File: src/rtl/rsq_pkg.sv
package rsq_pkg;
  typedef enum logic [1:0] {
    ST_HOLD  = 2'd0,
    ST_COUNT = 2'd1,
    ST_RUN   = 2'd2
  } rsq_state_e;
endpackage

File: src/rtl/rsq_rst_sync.sv
module rsq_rst_sync (
  input  logic clk,
  input  logic por_n,
  output logic rst_n
);
  logic meta_q;
  logic sync_q;

  always_ff @(posedge clk or negedge por_n) begin
    if (!por_n) begin
      meta_q <= 1'b0;
      sync_q <= 1'b0;
    end else begin
      meta_q <= 1'b1;
      sync_q <= meta_q;
    end
  end

  assign rst_n = sync_q;
endmodule

File: src/rtl/rsq_cfg_reg.sv
module rsq_cfg_reg #(
  parameter int CODE_W       = 2,
  parameter int DEFAULT_CODE = 0
) (
  input  logic              clk,
  input  logic              rst_n,
  input  logic              pri_rst,
  input  logic              core_run,
  input  logic              wr_en,
  input  logic [CODE_W-1:0] wr_code,
  output logic [CODE_W-1:0] code
);
  localparam logic [CODE_W-1:0] DEF_C = CODE_W'(DEFAULT_CODE);

  logic [CODE_W-1:0] code_q;
  logic [CODE_W-1:0] code_d;
  logic              code_en;

  always_comb begin
    code_en = 1'b0;
    code_d  = code_q;
    if (pri_rst) begin
      code_en = 1'b1;
      code_d  = DEF_C;
    end else if (wr_en && core_run) begin
      code_en = 1'b1;
      code_d  = wr_code;
    end
  end

  always_ff @(posedge clk or negedge rst_n) begin
    if (!rst_n)       code_q <= DEF_C;
    else if (code_en) code_q <= code_d;
  end

  assign code = code_q;

  AST_PRI_LOADS_DEFAULT: assert property (@(posedge clk) disable iff (!rst_n)
    pri_rst |=> (code_q == DEF_C));
  AST_WRITE_BLOCKED: assert property (@(posedge clk) disable iff (!rst_n)
    (!core_run && !pri_rst) |=> $stable(code_q));
endmodule

File: src/rtl/rsq_dur_decode.sv
module rsq_dur_decode #(
  parameter int CODE_W     = 2,
  parameter int BASE_TICKS = 4,
  parameter int CNT_W      = 5
) (
  input  logic [CODE_W-1:0] code,
  output logic [CNT_W-1:0]  ticks
);
  localparam int NCODES = 1 << CODE_W;

  logic [CNT_W-1:0] tbl [NCODES];

  for (genvar g = 0; g < NCODES; g++) begin : g_tbl
    assign tbl[g] = CNT_W'(BASE_TICKS << g);
  end

  assign ticks = tbl[code];
endmodule

File: src/rtl/rsq_timer.sv
module rsq_timer
  import rsq_pkg::*;
#(
  parameter int CNT_W = 5
) (
  input  logic             clk,
  input  logic             rst_n,
  input  logic             hold_req,
  input  logic             tick,
  input  logic [CNT_W-1:0] load_val,
  output logic             busy
);
  rsq_state_e       state_q;
  rsq_state_e       state_d;
  logic [CNT_W-1:0] cnt_q;
  logic [CNT_W-1:0] cnt_d;
  logic             cnt_en;

  always_comb begin
    state_d = state_q;
    cnt_d   = cnt_q;
    cnt_en  = 1'b0;
    unique case (state_q)
      ST_HOLD: begin
        if (!hold_req) begin
          state_d = ST_COUNT;
          cnt_d   = load_val;
          cnt_en  = 1'b1;
        end
      end
      ST_COUNT: begin
        if (hold_req) begin
          state_d = ST_HOLD;
        end else if (tick) begin
          cnt_en = 1'b1;
          cnt_d  = cnt_q - 1'b1;
          if (cnt_q <= CNT_W'(1)) state_d = ST_RUN;
        end
      end
      ST_RUN: begin
        if (hold_req) state_d = ST_HOLD;
      end
      default: state_d = ST_HOLD;
    endcase
  end

  always_ff @(posedge clk or negedge rst_n) begin
    if (!rst_n) state_q <= ST_HOLD;
    else        state_q <= state_d;
  end

  always_ff @(posedge clk or negedge rst_n) begin
    if (!rst_n)      cnt_q <= '0;
    else if (cnt_en) cnt_q <= cnt_d;
  end

  assign busy = (state_q != ST_RUN);

  AST_RUN_NEEDS_TICK: assert property (@(posedge clk) disable iff (!rst_n)
    $fell(busy) |-> $past(tick));
  AST_CANCEL_ON_REQ: assert property (@(posedge clk) disable iff (!rst_n)
    hold_req |=> (state_q == ST_HOLD));
  AST_IDLE_EDGE_FROZEN: assert property (@(posedge clk) disable iff (!rst_n)
    (state_q == ST_COUNT && !tick && !hold_req) |=> ($stable(cnt_q) && state_q == ST_COUNT));
  AST_NO_COUNT_UNDERRUN: assert property (@(posedge clk) disable iff (!rst_n)
    (state_q == ST_COUNT) |-> (cnt_q != '0));
endmodule

File: src/rtl/rst_seq_top.sv
module rst_seq_top #(
  parameter int CODE_W       = 2,
  parameter int BASE_TICKS   = 4,
  parameter int DEFAULT_CODE = 0
) (
  input  logic              clk,
  input  logic              por_n,
  input  logic              pri_rst,
  input  logic              sec_rst,
  input  logic              tick,
  input  logic              cfg_wr_en,
  input  logic [CODE_W-1:0] cfg_wr_code,
  output logic [CODE_W-1:0] cfg_rd_code,
  output logic              rst_drv,
  output logic              clk_gate_en
);
  localparam int NCODES = 1 << CODE_W;
  localparam int MAXD   = BASE_TICKS << (NCODES - 1);
  localparam int CNT_W  = $clog2(MAXD + 1);

  logic             rst_n;
  logic             hold_req;
  logic             busy;
  logic [CNT_W-1:0] load_val;
  logic [CODE_W-1:0] code;

  assign hold_req = pri_rst | sec_rst;

  rsq_rst_sync u_sync (
    .clk   (clk),
    .por_n (por_n),
    .rst_n (rst_n)
  );

  rsq_cfg_reg #(
    .CODE_W       (CODE_W),
    .DEFAULT_CODE (DEFAULT_CODE)
  ) u_cfg (
    .clk      (clk),
    .rst_n    (rst_n),
    .pri_rst  (pri_rst),
    .core_run (!rst_drv),
    .wr_en    (cfg_wr_en),
    .wr_code  (cfg_wr_code),
    .code     (code)
  );

  rsq_dur_decode #(
    .CODE_W     (CODE_W),
    .BASE_TICKS (BASE_TICKS),
    .CNT_W      (CNT_W)
  ) u_dec (
    .code  (code),
    .ticks (load_val)
  );

  rsq_timer #(
    .CNT_W (CNT_W)
  ) u_tmr (
    .clk      (clk),
    .rst_n    (rst_n),
    .hold_req (hold_req),
    .tick     (tick),
    .load_val (load_val),
    .busy     (busy)
  );

  assign rst_drv     = hold_req | busy;
  assign clk_gate_en = ~rst_drv;
  assign cfg_rd_code = code;

  AST_RST_IMMEDIATE: assert property (@(posedge clk) disable iff (!rst_n)
    hold_req |-> rst_drv);
  AST_GATE_OPPOSITE: assert property (@(posedge clk) disable iff (!rst_n)
    clk_gate_en != rst_drv);
  AST_SEC_KEEPS_CODE: assert property (@(posedge clk) disable iff (!rst_n)
    (sec_rst && !pri_rst) |=> $stable(code));
endmodule

File: config.mk
export PLATFORM = sky130hd
export DESIGN_NAME = rst_seq_top
export DESIGN_NICKNAME = d
export VERILOG_FILES = /design/src/rtl/rsq_pkg.sv /design/src/rtl/rsq_rst_sync.sv /design/src/rtl/rsq_cfg_reg.sv /design/src/rtl/rsq_dur_decode.sv /design/src/rtl/rsq_timer.sv /design/src/rtl/rst_seq_top.sv
export SDC_FILE = /design/constraint.sdc
export NUM_CORES = 1
export LEC_CHECK = 0
export CAP_MARGIN = 25
export CORE_AREA = 2 2 39 41
export DETAILED_ROUTE_END_ITERATION = 6
export DIE_AREA = 0 0 41 43
export DONT_BUFFER_PORTS = 1
export SYNTH_ARGS = -nofsm -noshare
export SYNTH_HDL_FRONTEND = slang
export SYNTH_SLANG_ARGS = --single-unit
File: constraint.sdc
create_clock -name clk -period 0.9 [get_ports clk]
set_clock_uncertainty 0.1 [all_clocks]
set_input_delay 0.09 -clock clk [delete_from_list [all_inputs] [get_ports clk]]
set_output_delay 0.09 -clock clk [all_outputs]
set_load 0.005 [all_outputs]
After elaboration in Yosys (flattened, before gate mapping)
Index checks and enable logic that the tools add are counted.
- register bits: 12
- bits of input ports: 8
- output and inout port bits: 4
- logic and storage cells: 50
- equal/unequal tests: 9
- reduce and logical (&&, ||, !) cells: 8
- multiplexer cells: 21
- bitwise gates (word level): 4
- $add $sub $neg: 1
- order comparisons: 2
- operators with widths (cell ; number):
    two-way mux 6 bit ; 5
    two-way mux 2 bit ; 7
    binary-select mux 6 bit (select 2 bit) ; 1
    one-hot mux 6 bit (2 select lines) ; 1
    inequality test 2 bit (second input constant) ; 5
    <= comparator 6 x 1 -> 1 bit (second input constant) ; 1
    one-hot mux 2 bit (3 select lines) ; 1
    subtractor 6 x 1 -> 6 bit (second input constant) ; 1
    two-way mux 1 bit ; 5
    AND reduction 5 bit ; 1
    AND reduction 4 bit ; 1
    nonzero test 2 bit ; 2
    greater-or-equal comparator 3 bit (second input constant) ; 1
    inequality test 3 x 2 -> 1 bit (second input constant) ; 1
    inequality test 3 bit (second input constant) ; 1
    NOT 2 -> 3 bit ; 1
    == test 2 x 1 -> 1 bit (second input constant) ; 1
    == test 2 bit (second input constant) ; 1
    logical NOT 2 bit ; 1
    OR 1 bit ; 2
    one-hot mux 1 bit (2 select lines) ; 1
    AND reduction 2 bit ; 1
    logical AND 1 bit ; 1
    logical NOT 1 bit ; 1
    NOT 1 bit ; 1

Depth between registers and ports, before layout
Gate-level depths: netlist of the first run.
- word-level depth: 7
- mapped depth: 5
- mapped depth without buffers: 5

Modules after synthesis
Synthesis of the first run repeated with hierarchy kept, for this count alone.
- cells, all modules: 77
- area, all modules: 694.4 µm²
- modules (own cells, without submodules) (module ; cells each ; seq. area each (µm²) ; area an instance (µm²) ; instances):
    rsq_timer ; 56 ; 200.2 ; 488.0 ; 1
    rsq_cfg_reg ; 8 ; 50.0 ; 90.1 ; 1
    rsq_rst_sync ; 3 ; 50.0 ; 53.8 ; 1
    rsq_dur_decode ; 7 ; 0.0 ; 45.0 ; 1
    rst_seq_top ; 3 ; 0.0 ; 17.5 ; 1

Worst setup path before layout of the first run
No wires, ideal clock.
- path kind: reg-to-reg
- start point: register u_tmr.state_q[1]
- end point: register u_tmr.cnt_q[5]
- slack: -0.511 ns
- setup time: 0.123 ns
- cell stages (with the launch flop): 6
- data required time: 0.677 ns
- arrival time: 1.188 ns
- clock period less this slack: 1.411 ns
- path buffers: 1
- cells stage by stage: dfrtp_1 > or3_1 > buf_2 > a21o_4 > o21ai_1 > o21ai_1
- cells in the longest elaborated chain, start to end: 3
- elaborated cells on any way between the ends: 9
- classes of those cells: eq/ne (4); mux (2); reduce/logical (3)
- ends and longest elaborated chain (element ; line ; RTL):
    start, declared ; rsq_timer.sv:13 ; rsq_state_e state_q;
    start signal, assigned ; rsq_timer.sv:49 ; else state_q <= state_d;
    == test 2 x 1 -> 1 bit or logical NOT 2 bit (tied branches) ; rsq_timer.sv:23 ; unique case (state_q)
    one-hot mux 1 bit (2 select lines) (tied with other cells) ; rsq_timer.sv:23 ;
    AND reduction 5 bit (no source line) ; - ;
    end signal, assigned ; rsq_timer.sv:54 ; else if (cnt_en) cnt_q <= cnt_d;
    end, declared ; rsq_timer.sv:15 ; logic [CNT_W-1:0] cnt_q;
Several ways; a longest one is shown, not always the timed one.
A chain may end at the register's enable or synchronous reset.

Final worst setup path of the first run
- start point: register u_tmr.cnt_q[2]
- end point: register u_tmr.cnt_q[5]
- cells in the longest elaborated chain, start to end: 4
- ends and longest elaborated chain (element ; line ; RTL):
    subtractor 6 x 1 -> 6 bit ; rsq_timer.sv:36 ; cnt_d = cnt_q - 1'b1;
    two-way mux 6 bit ; rsq_timer.sv:34 ; end else if (tick) begin
    two-way mux 6 bit ; rsq_timer.sv:32 ; if (hold_req) begin
    one-hot mux 6 bit (2 select lines) ; rsq_timer.sv:23 ;
No other way between the ends. The select of a mux whose other input is x is not followed.

==> Flow_metrics.wiki, run 1 <==
{| class="wikitable"
! Metric !! Value
|-
| Overall fraction of global-route tracks in use || 28.7%
|-
| Count of hold-fix buffers inserted at cts || 3
|-
| Dominant synthesized flop cell || sky130_fd_sc_hd__dfrtp_1
|-
| Fraction of layout cells with a size suffix above 1 || 55.4%
|-
| Final Routed Wirelength || 2160 um
|-
| Number of buffers added on ports || 0
|-
| Final setup slack of the worst path || -0.567 ns
|-
| Clock network power share || 22.4%
|-
| Run status || finished, violations left
|-
| Hold slack || -0.236 ns
|-
| DR DRC count || 0
|-
| CTS Buf Count || 3
|-
| Sum of overflow across all layers after global routing || 0
|-
| Vias in the first global route || 697
|-
| Yosys cell types || 30
|-
| Share of total power in combinational logic || 34.1%
|-
| Number of antenna violations at the first check in global routing || 0
|-
| H-tree depth || 1
|-
| Tmin final || 1.47 ns
|-
| Final count of pins violating max slew || 0
|-
| Global-route wire length before repair || 3330 um
|-
| Pre-CTS setup slack || -0.531 ns
|-
| Hold Fails Final Rpt || 3
|-
| Floorplan die width || 41 um
|-
| Number of violations reported at the end of detailed-routing iteration 0 || 30
|-
| Non-filler instance count after layout || 117
|-
| Ports || 12
|-
| Total design power || 1.45 mW
|-
| Power density relative to cell area || 1350 mW/mm2
|-
| Initial Utilization || 45.8%
|-
| Clock Pin Slew Worst Setup and Hold Paths || ~0.08 ns
|-
| Area of the core region || 0.00138 mm2
|-
| Total instance count after detailed placement || 106
|-
| Placed wire-length estimate || ~1100 um
|-
| Critical Path Start Type || register
|-
| Setup repair after global routing missed its margin || yes
|-
| Static leakage power || 0.464 nW
|-
| WL per Instance || 18.5 um
|-
| Nets || 113
|-
| Detailed-route vias per instance || 6.13
|-
| Fraction of registers with async set/reset || 100%
|-
| Buffers from clock root to sink, at most || 2
|-
| Finish-stage setup viols || 14
|-
| Instance count of the mapped netlist || between 60 and 70
|-
| Syn_nets || 77
|-
| Largest driver fanout on the critical path || 3
|-
| Syn Std Cell Area || 633 um2
|-
| Most frequent cells after synthesis || sky130_fd_sc_hd__dfrtp_1 (12), sky130_fd_sc_hd__o21ai_1 (8), sky130_fd_sc_hd__nand2_1 (6)
|-
| Share of the clock period used by the worst path after layout || 163%
|-
| Number of enable-type register cells in the synthesized netlist || 0
|-
| Placement Rows || 14
|-
| Peak supply drop || 0.000997 V
|-
| Largest net degree at the start of global routing || 11
|-
| Power Internal || 0.988 mW
|-
| Count leader, synth || sky130_fd_sc_hd__dfrtp_1
|-
| Cell at the root of the clock tree || sky130_fd_sc_hd__clkbuf_4
|-
| Layout overhead on the synthesized area || 69.4%
|-
| Number of warnings issued by yosys || 0
|-
| Portion of the post-synthesis area used by sequential elements || 47.4%
|-
| Setup TNS || -6.63 ns
|-
| Floorplan die height || about 43 um
|-
| DR pass1 iterations || 4
|-
| Die area || around 0.0018 mm2
|-
| Data arrival time of the critical path || 1.55 ns
|-
| CTS Sinks || 12
|-
| Violations in the final reports || hold timing, setup timing
|-
| Sw Share || between 30% and 40%
|-
| Category of the critical setup timing path || register to register
|-
| Endpoint type of the worst setup path || register
|-
| Fraction of power consumed by sequential logic || roughly 44%
|-
| Total number of vias || approximately 700
|-
| Antenna cell count || 0
|-
| Maxcap violations || 0
|-
| Area share of the largest cell type after synthesis || a little under half
|-
| Worst skew pair latency || 0.26 ns
|-
| Routability congestion estimate from global placement || 0.787
|-
| Switching power summed over all nets || 0.462 mW
|-
| Path category of the worst min-delay check || input port to register
|-
| Syn Area/Cell || 9.45 um2
|-
| TritonCTS clock tree || built
|-
| Biggest area contributors in the synthesized netlist || sky130_fd_sc_hd__dfrtp_1 (47%), sky130_fd_sc_hd__o21ai_1 (6.3%), sky130_fd_sc_hd__ha_1 (4.0%), sky130_fd_sc_hd__nand2_1 (3.6%), sky130_fd_sc_hd__a21oi_1 (2.4%)
|-
| Count of antenna-violating nets left after detailed routing || 0
|-
| Number of register bits inferred by synthesis || 12
|-
| WP data required || around 0.98 ns
|-
| FMAX || between 0.6 and 0.7 GHz
|-
| Most area-hungry cell type in the Yosys netlist || sky130_fd_sc_hd__dfrtp_1
|}
## worst paths after layout
kind | from | to | slack, ns | depth (start not counted)
max in group asynchronous | por_n | u_sync.rst_n | 0.10 | 2
worst max-delay path | u_tmr.cnt_q[2] | u_tmr.cnt_q[5] | -0.57 | 4
worst min register to register | u_sync.rst_n | u_tmr.cnt_q[3] | 0.05 | 1
worst max register to register | u_tmr.cnt_q[2] | u_tmr.cnt_q[5] | -0.57 | 4
worst min-delay path | pri_rst | u_cfg.code[1] | -0.24 | 1
min in group asynchronous | u_sync.rst_n | u_tmr.cnt_q[3] | 0.05 | 1
## metrics by stage
step	area, um2	util [%]
6_report	1070	77.5
5_1_grt	1070	77.5
4_1_cts	1030	74.7
3_5_place_dp	855	61.8
3_3_place_gp	855	61.8
2_1_floorplan	656	-
## layer usage
layer / track usage (%) / share of wire (%) / vias to the layer above
met3: 6.81 / 6.7 / 10
met1: 40.1 / 41 / 339
met5: 0 / 0 / -
met2: 42.5 / 49 / 48
met4: 9.33 / 2.9 / 0
li1: - / - / 320
## area by class of cell
| class | count | area, um2 |
|---|---|---|
| multi-input combinational | 50 | 429 |
| fill | 81 | 312 |
| sequential | 12 | 302 |
| timing repair buffer | 32 | 282 |
| clock buffer | 3 | 22.5 |
| tap | 16 | 20.0 |
| inverter | 4 | 17.5 |
## state kept, by name, indices dropped and copies added (netlist names)
signal,cells
u_tmr.state_q,2
u_cfg.code,2
u_sync.meta_q,1
u_tmr.cnt_q,6
u_sync.rst_n,1
## power by group through the flow
stage / clock network [mW] / logic [mW] / registers (mW)
global route: 0.361 / 0.530 / 0.632
detailed placement: 0 / 0.386 / 0.629
CTS: 0.326 / 0.436 / 0.623
floorplan: 0 / 0.200 / 0.640
finish: 0.325 / 0.495 / 0.631
global placement: 0 / 0.380 / 0.628
## cell usage in the layout (no fill, tap or decap), drive strengths merged
master       Yosys  final
or2              1      1
or3              2      2
a41oi            1      1
a31oi            2      2
nor3             2      2
conb             1      1
nor4b            1      1
o22ai            1      1
buf              1     29
o41ai            1      1
o211ai           1      1
o31ai            1      1
nand3            2      2
a21oi            3      3
nand2            6      6
nor2             4      4
o21ai            8      8
o32a             1      1
o21a             1      1
nor4             1      1
ha               2      2
a32oi            1      1
dlygate4sd3      0      3
a22o             1      1
nand2b           2      2
nor3b            1      1
clkbuf           1      3
nor2b            1      1
inv              4      4
a21o             1      2
dfrtp           12     12
## worst max-delay path, stage by stage, from the launching register on
cell and delay (ns):
sky130_fd_sc_hd__dfrtp_1 0.40, sky130_fd_sc_hd__or3_4 0.43, sky130_fd_sc_hd__nor4_4 0.23, sky130_fd_sc_hd__a31oi_1 0.08
sky130_fd_sc_hd__o21ai_1 0.15
## kinds of logic after synthesis
logic type	after synthesis	synth area share [%]
simple gates	23	19.6
compound gates	23	24.7
flops	12	47.4
fa+ha+maj	2	3.95
buf+inv	6	3.75
other cells	1	0.592
## timing repair
action                                 in CTS  in global routing
gates cloned                                1                  0
setup endpoints to repair                  14                 14
buffers inserted                            3                  2
gates resized for setup                    22                  8
endpoints found under the hold margin       7                  3
pin swaps                                  11                  6
Power figures use the tool's default switching activity.
==> run 2: changes to the inputs <==
--- a/config.mk
+++ b/config.mk
@@ -10,6 +10,7 @@
 export DETAILED_ROUTE_END_ITERATION = 6
 export DIE_AREA = 0 0 41 43
 export DONT_BUFFER_PORTS = 1
+export GPL_TIMING_DRIVEN = 0
 export SYNTH_ARGS = -nofsm -noshare
 export SYNTH_HDL_FRONTEND = slang
 export SYNTH_SLANG_ARGS = --single-unit
==> constraint.sdc (replaced) <==
create_clock -name clk -period 1.4 [get_ports clk]
set_clock_uncertainty 0.1 [all_clocks]
set_input_delay 0.14 -clock clk [delete_from_list [all_inputs] [get_ports clk]]
set_output_delay 0.14 -clock clk [all_outputs]
set_load 0.005 [all_outputs]
==> run 2 against run 1 <==
Against the previous run: critical path depth up 1; die area unchanged; the flow still finishes with violations (hold timing, setup timing); sequential cell count unchanged; routed wire length down 31%; highest routed layer unchanged; critical endpoint is now u_tmr.cnt_q[4]; sequential share of layout area up 8.4 points; global-route usage down 6.7 points; setup slack better by 0.51 ns; count of clock-buffer cells in the layout unchanged; combinational power down 54%; total power down 41%; first-iteration DRC count down 70%; hold slack better by 0.059 ns.
==> Flow_metrics.wiki, run 2 (synthesis gave the netlist of run 1 again) <==
{| class="wikitable"
! Metric !! Value
|-
| Largest net degree at the start of global routing || 11 (unchanged)
|-
| Floorplan die height || 43 um (unchanged)
|-
| Setup repair after global routing missed its margin || yes (unchanged)
|-
| DR pass1 iterations || 4 (unchanged)
|-
| Placement Rows || 14 (unchanged)
|-
| Antenna cell count || 0 (unchanged)
|-
| Buffers from clock root to sink, at most || 2 (unchanged)
|-
| Number of antenna violations at the first check in global routing || 0 (unchanged)
|-
| Routability congestion estimate from global placement || 0.762 (was 0.787)
|-
| Run status || finished, violations left (unchanged)
|-
| Static leakage power || 0.336 nW (was 0.464 nW)
|-
| Ordered list of cells on the worst path || or3_1, buf_6, a21o_4, o21ai_1, o21ai_1 (was or3_4, nor4_4, a31oi_1, o21ai_1)
|-
| Number of violations reported at the end of detailed-routing iteration 0 || 9 (was 30)
|-
| Largest Register || u_tmr.cnt_q (unchanged)
|-
| Ports || 12 (unchanged)
|-
| Dpl cell area || 653 um2 (was 855 um2)
|-
| Violations in the final reports || hold timing, setup timing (unchanged)
|-
| Share of the clock period used by the worst path after layout || 104% (was 163%)
|-
| Hold Fails Final Rpt || 3 (unchanged)
|-
| Pre-CTS setup slack || -0.101 ns (was -0.531 ns)
|-
| Power density relative to cell area || 1030 mW/mm2 (was 1350 mW/mm2)
|-
| Endpoint type of the worst setup path || register (unchanged)
|-
| H-tree depth || 1 (unchanged)
|-
| Area of the core region || 0.00138 mm2 (unchanged)
|-
| Nets || 92 (was 113)
|-
| Path category of the worst min-delay check || input port to register (unchanged)
|-
| Detailed-route vias per instance || 5.79 (was 6.13)
|-
| Max incr delay on CP || 0.37 ns (was 0.43 ns)
|-
| Clock Pin Slew Worst Setup and Hold Paths || 0.07 ns (was 0.08 ns)
|-
| Final Routed Wirelength || 1500 um (was 2160 um)
|-
| Hold slack || -0.178 ns (was -0.236 ns)
|-
| Highest-delay cell along the critical path || sky130_fd_sc_hd__dfrtp_1 (was sky130_fd_sc_hd__or3_4)
|-
| Final setup slack of the worst path || -0.0553 ns (was -0.567 ns)
|-
| Critical Path Start Type || register (unchanged)
|-
| Final count of pins violating max slew || 0 (unchanged)
|-
| Fraction of layout cells with a size suffix above 1 || 32.5% (was 55.4%)
|-
| Global-route wire length before repair || 2520 um (was 3330 um)
|-
| FMAX || 0.687 GHz (was 0.682 GHz)
|-
| Most repeated library cell on the critical path || sky130_fd_sc_hd__o21ai_1
|-
| Count of antenna-violating nets left after detailed routing || 0 (unchanged)
|-
| Commonest non-fill, non-tap cell in the layout || sky130_fd_sc_hd__dfrtp_1 (was sky130_fd_sc_hd__buf_4)
|-
| Most frequent cells in the layout || sky130_fd_sc_hd__dfrtp_1 (10), sky130_fd_sc_hd__o21ai_1 (7), sky130_fd_sc_hd__nand2_1 (6), sky130_fd_sc_hd__buf_4 (6), sky130_fd_sc_hd__nor2_1 (4) (was sky130_fd_sc_hd__buf_4 (20), sky130_fd_sc_hd__dfrtp_1 (11), sky130_fd_sc_hd__buf_6 (9))
|-
| CTS Sinks || 12 (unchanged)
|-
| Largest driver fanout on the critical path || 6 (was 3)
|-
| Number of buffers added on ports || 0 (unchanged)
|-
| Cell at the root of the clock tree || sky130_fd_sc_hd__clkbuf_4 (unchanged)
|-
| Category of the critical setup timing path || register to register (unchanged)
|-
| Initial Utilization || 45.8% (unchanged)
|-
| Die area || 0.00176 mm2 (unchanged)
|-
| Final-layout fill cell count || 123 (was 81)
|-
| Floorplan die width || 41 um (unchanged)
|-
| Vias in the first global route || 568 (was 697)
|-
| Count of hold-fix buffers inserted at cts || 3 (unchanged)
|-
| Peak supply drop || 0.000484 V (was 0.000997 V)
|-
| Maxcap violations || 0 (unchanged)
|-
| Layout overhead on the synthesized area || 30.8% (was 69.4%)
|-
| Tmin final || 1.46 ns (was 1.47 ns)
|-
| DR DRC count || 0 (unchanged)
|-
| Total number of vias || 556 (was 717)
|-
| Data arrival time of the critical path || 1.51 ns (was 1.55 ns)
|-
| Max FFs per register || 6 (unchanged)
|-
| Placed wire-length estimate || 908 um (was 1100 um)
|-
| WL per Instance || 15.6 um (was 18.5 um)
|-
| Worst skew pair latency || 0.27 ns (was 0.26 ns)
|-
| Finish-stage setup viols || 4 (was 14)
|-
| CTS Buf Count || 3 (unchanged)
|-
| Overall fraction of global-route tracks in use || 22.0% (was 28.7%)
|-
| TritonCTS clock tree || built (unchanged)
|-
| Sum of overflow across all layers after global routing || 0 (unchanged)
|-
| WP data required || 1.45 ns (was 0.98 ns)
|-
| Area of all placed cells without fillers || 828 um2 (was 0.00107 mm2)
|}
[run 2: layer usage]
| metal | global-route usage [%] | up-vias | routed length, um |
|---|---|---|---|
| met5 | 0 | - | 0 |
| met1 | 27.8 | 269 | 654 |
| met4 | 17.3 | 0 | 48 |
| met2 | 30.9 | 11 | 759 |
| li1 | - | 272 | - |
| met3 | 4.71 | 4 | 39 |
[run 2: stage by stage]
stage / total power [mW] / setup TNS [ns] / util (%) / instances / hold slack [ns]
3_5_place_dp: 0.551 / -0.453 / 47.2 / 83 / -0.256
3_3_place_gp: 0.548 / -0.325 / 47.2 / 83 / -0.256
2_1_floorplan: 0.519 / -0.0432 / - / 67 / -0.256
6_report: 0.853 / -0.146 / 59.9 / 96 / -0.178
5_1_grt: 0.902 / -0.406 / 59.9 / 96 / -0.189
4_1_cts: 0.805 / -0.249 / 56.5 / 95 / -0.186
[run 2: final timing paths]
| path | from | end | slack (ns) | cells after the start |
|---|---|---|---|---|
| worst min register to register | u_sync.rst_n | u_tmr.cnt_q[3] | 0.07 | 0 |
| worst max-delay path | u_tmr.state_q[1] | u_tmr.cnt_q[4] | -0.06 | 5 |
| min in group asynchronous | u_sync.rst_n | u_tmr.cnt_q[3] | 0.07 | 0 |
| worst min-delay path | pri_rst | u_cfg.code[0] | -0.18 | 1 |
| worst max register to register | u_tmr.state_q[1] | u_tmr.cnt_q[4] | -0.06 | 5 |
| max in group asynchronous | por_n | u_sync.meta_q | 0.54 | 2 |
[run 2: final cells by class]
| cell class | instances | area (um2) | share of cell area [%] |
|---|---|---|---|
| Buffer | 2 | 16.3 | 1.96 |
| Clock buffer | 3 | 22.5 | 2.72 |
| Inverter | 4 | 15.0 | 1.81 |
| Multi-Input combinational cell | 50 | 377 | 45.5 |
| Sequential cell | 12 | 303 | 36.6 |
| Tap cell | 16 | 20.0 | 2.42 |
| Timing Repair Buffer | 9 | 75.1 | 9.06 |
[run 2: power by group]
part	switching, mW	internal (mW)	total [mW]
Combinational	0.116	0.111	0.227
Sequential	0.0354	0.377	0.412
Clock	0.115	0.0996	0.214
Total	0.266	0.588	0.853
[run 2: timing repair]
item / in CTS / in global routing
pin swaps: 4 / 3
endpoints found under the hold margin: 6 / 3
gates cloned: 1 / 0
setup endpoints to repair: 10 / 11
buffers inserted: 5 / 1
gates resized for setup: 7 / 11
[run 2: worst max-delay path, delay by kind of cell (launching register included)]
| family | cells | cell delay (ns) |
|---|---|---|
| buffers and inverters | 1 | 0.14 |
| flip-flops | 1 | 0.37 |
| AND/OR/NAND/NOR | 1 | 0.32 |
| AO/OA/AOI/OAI | 3 | 0.40 |
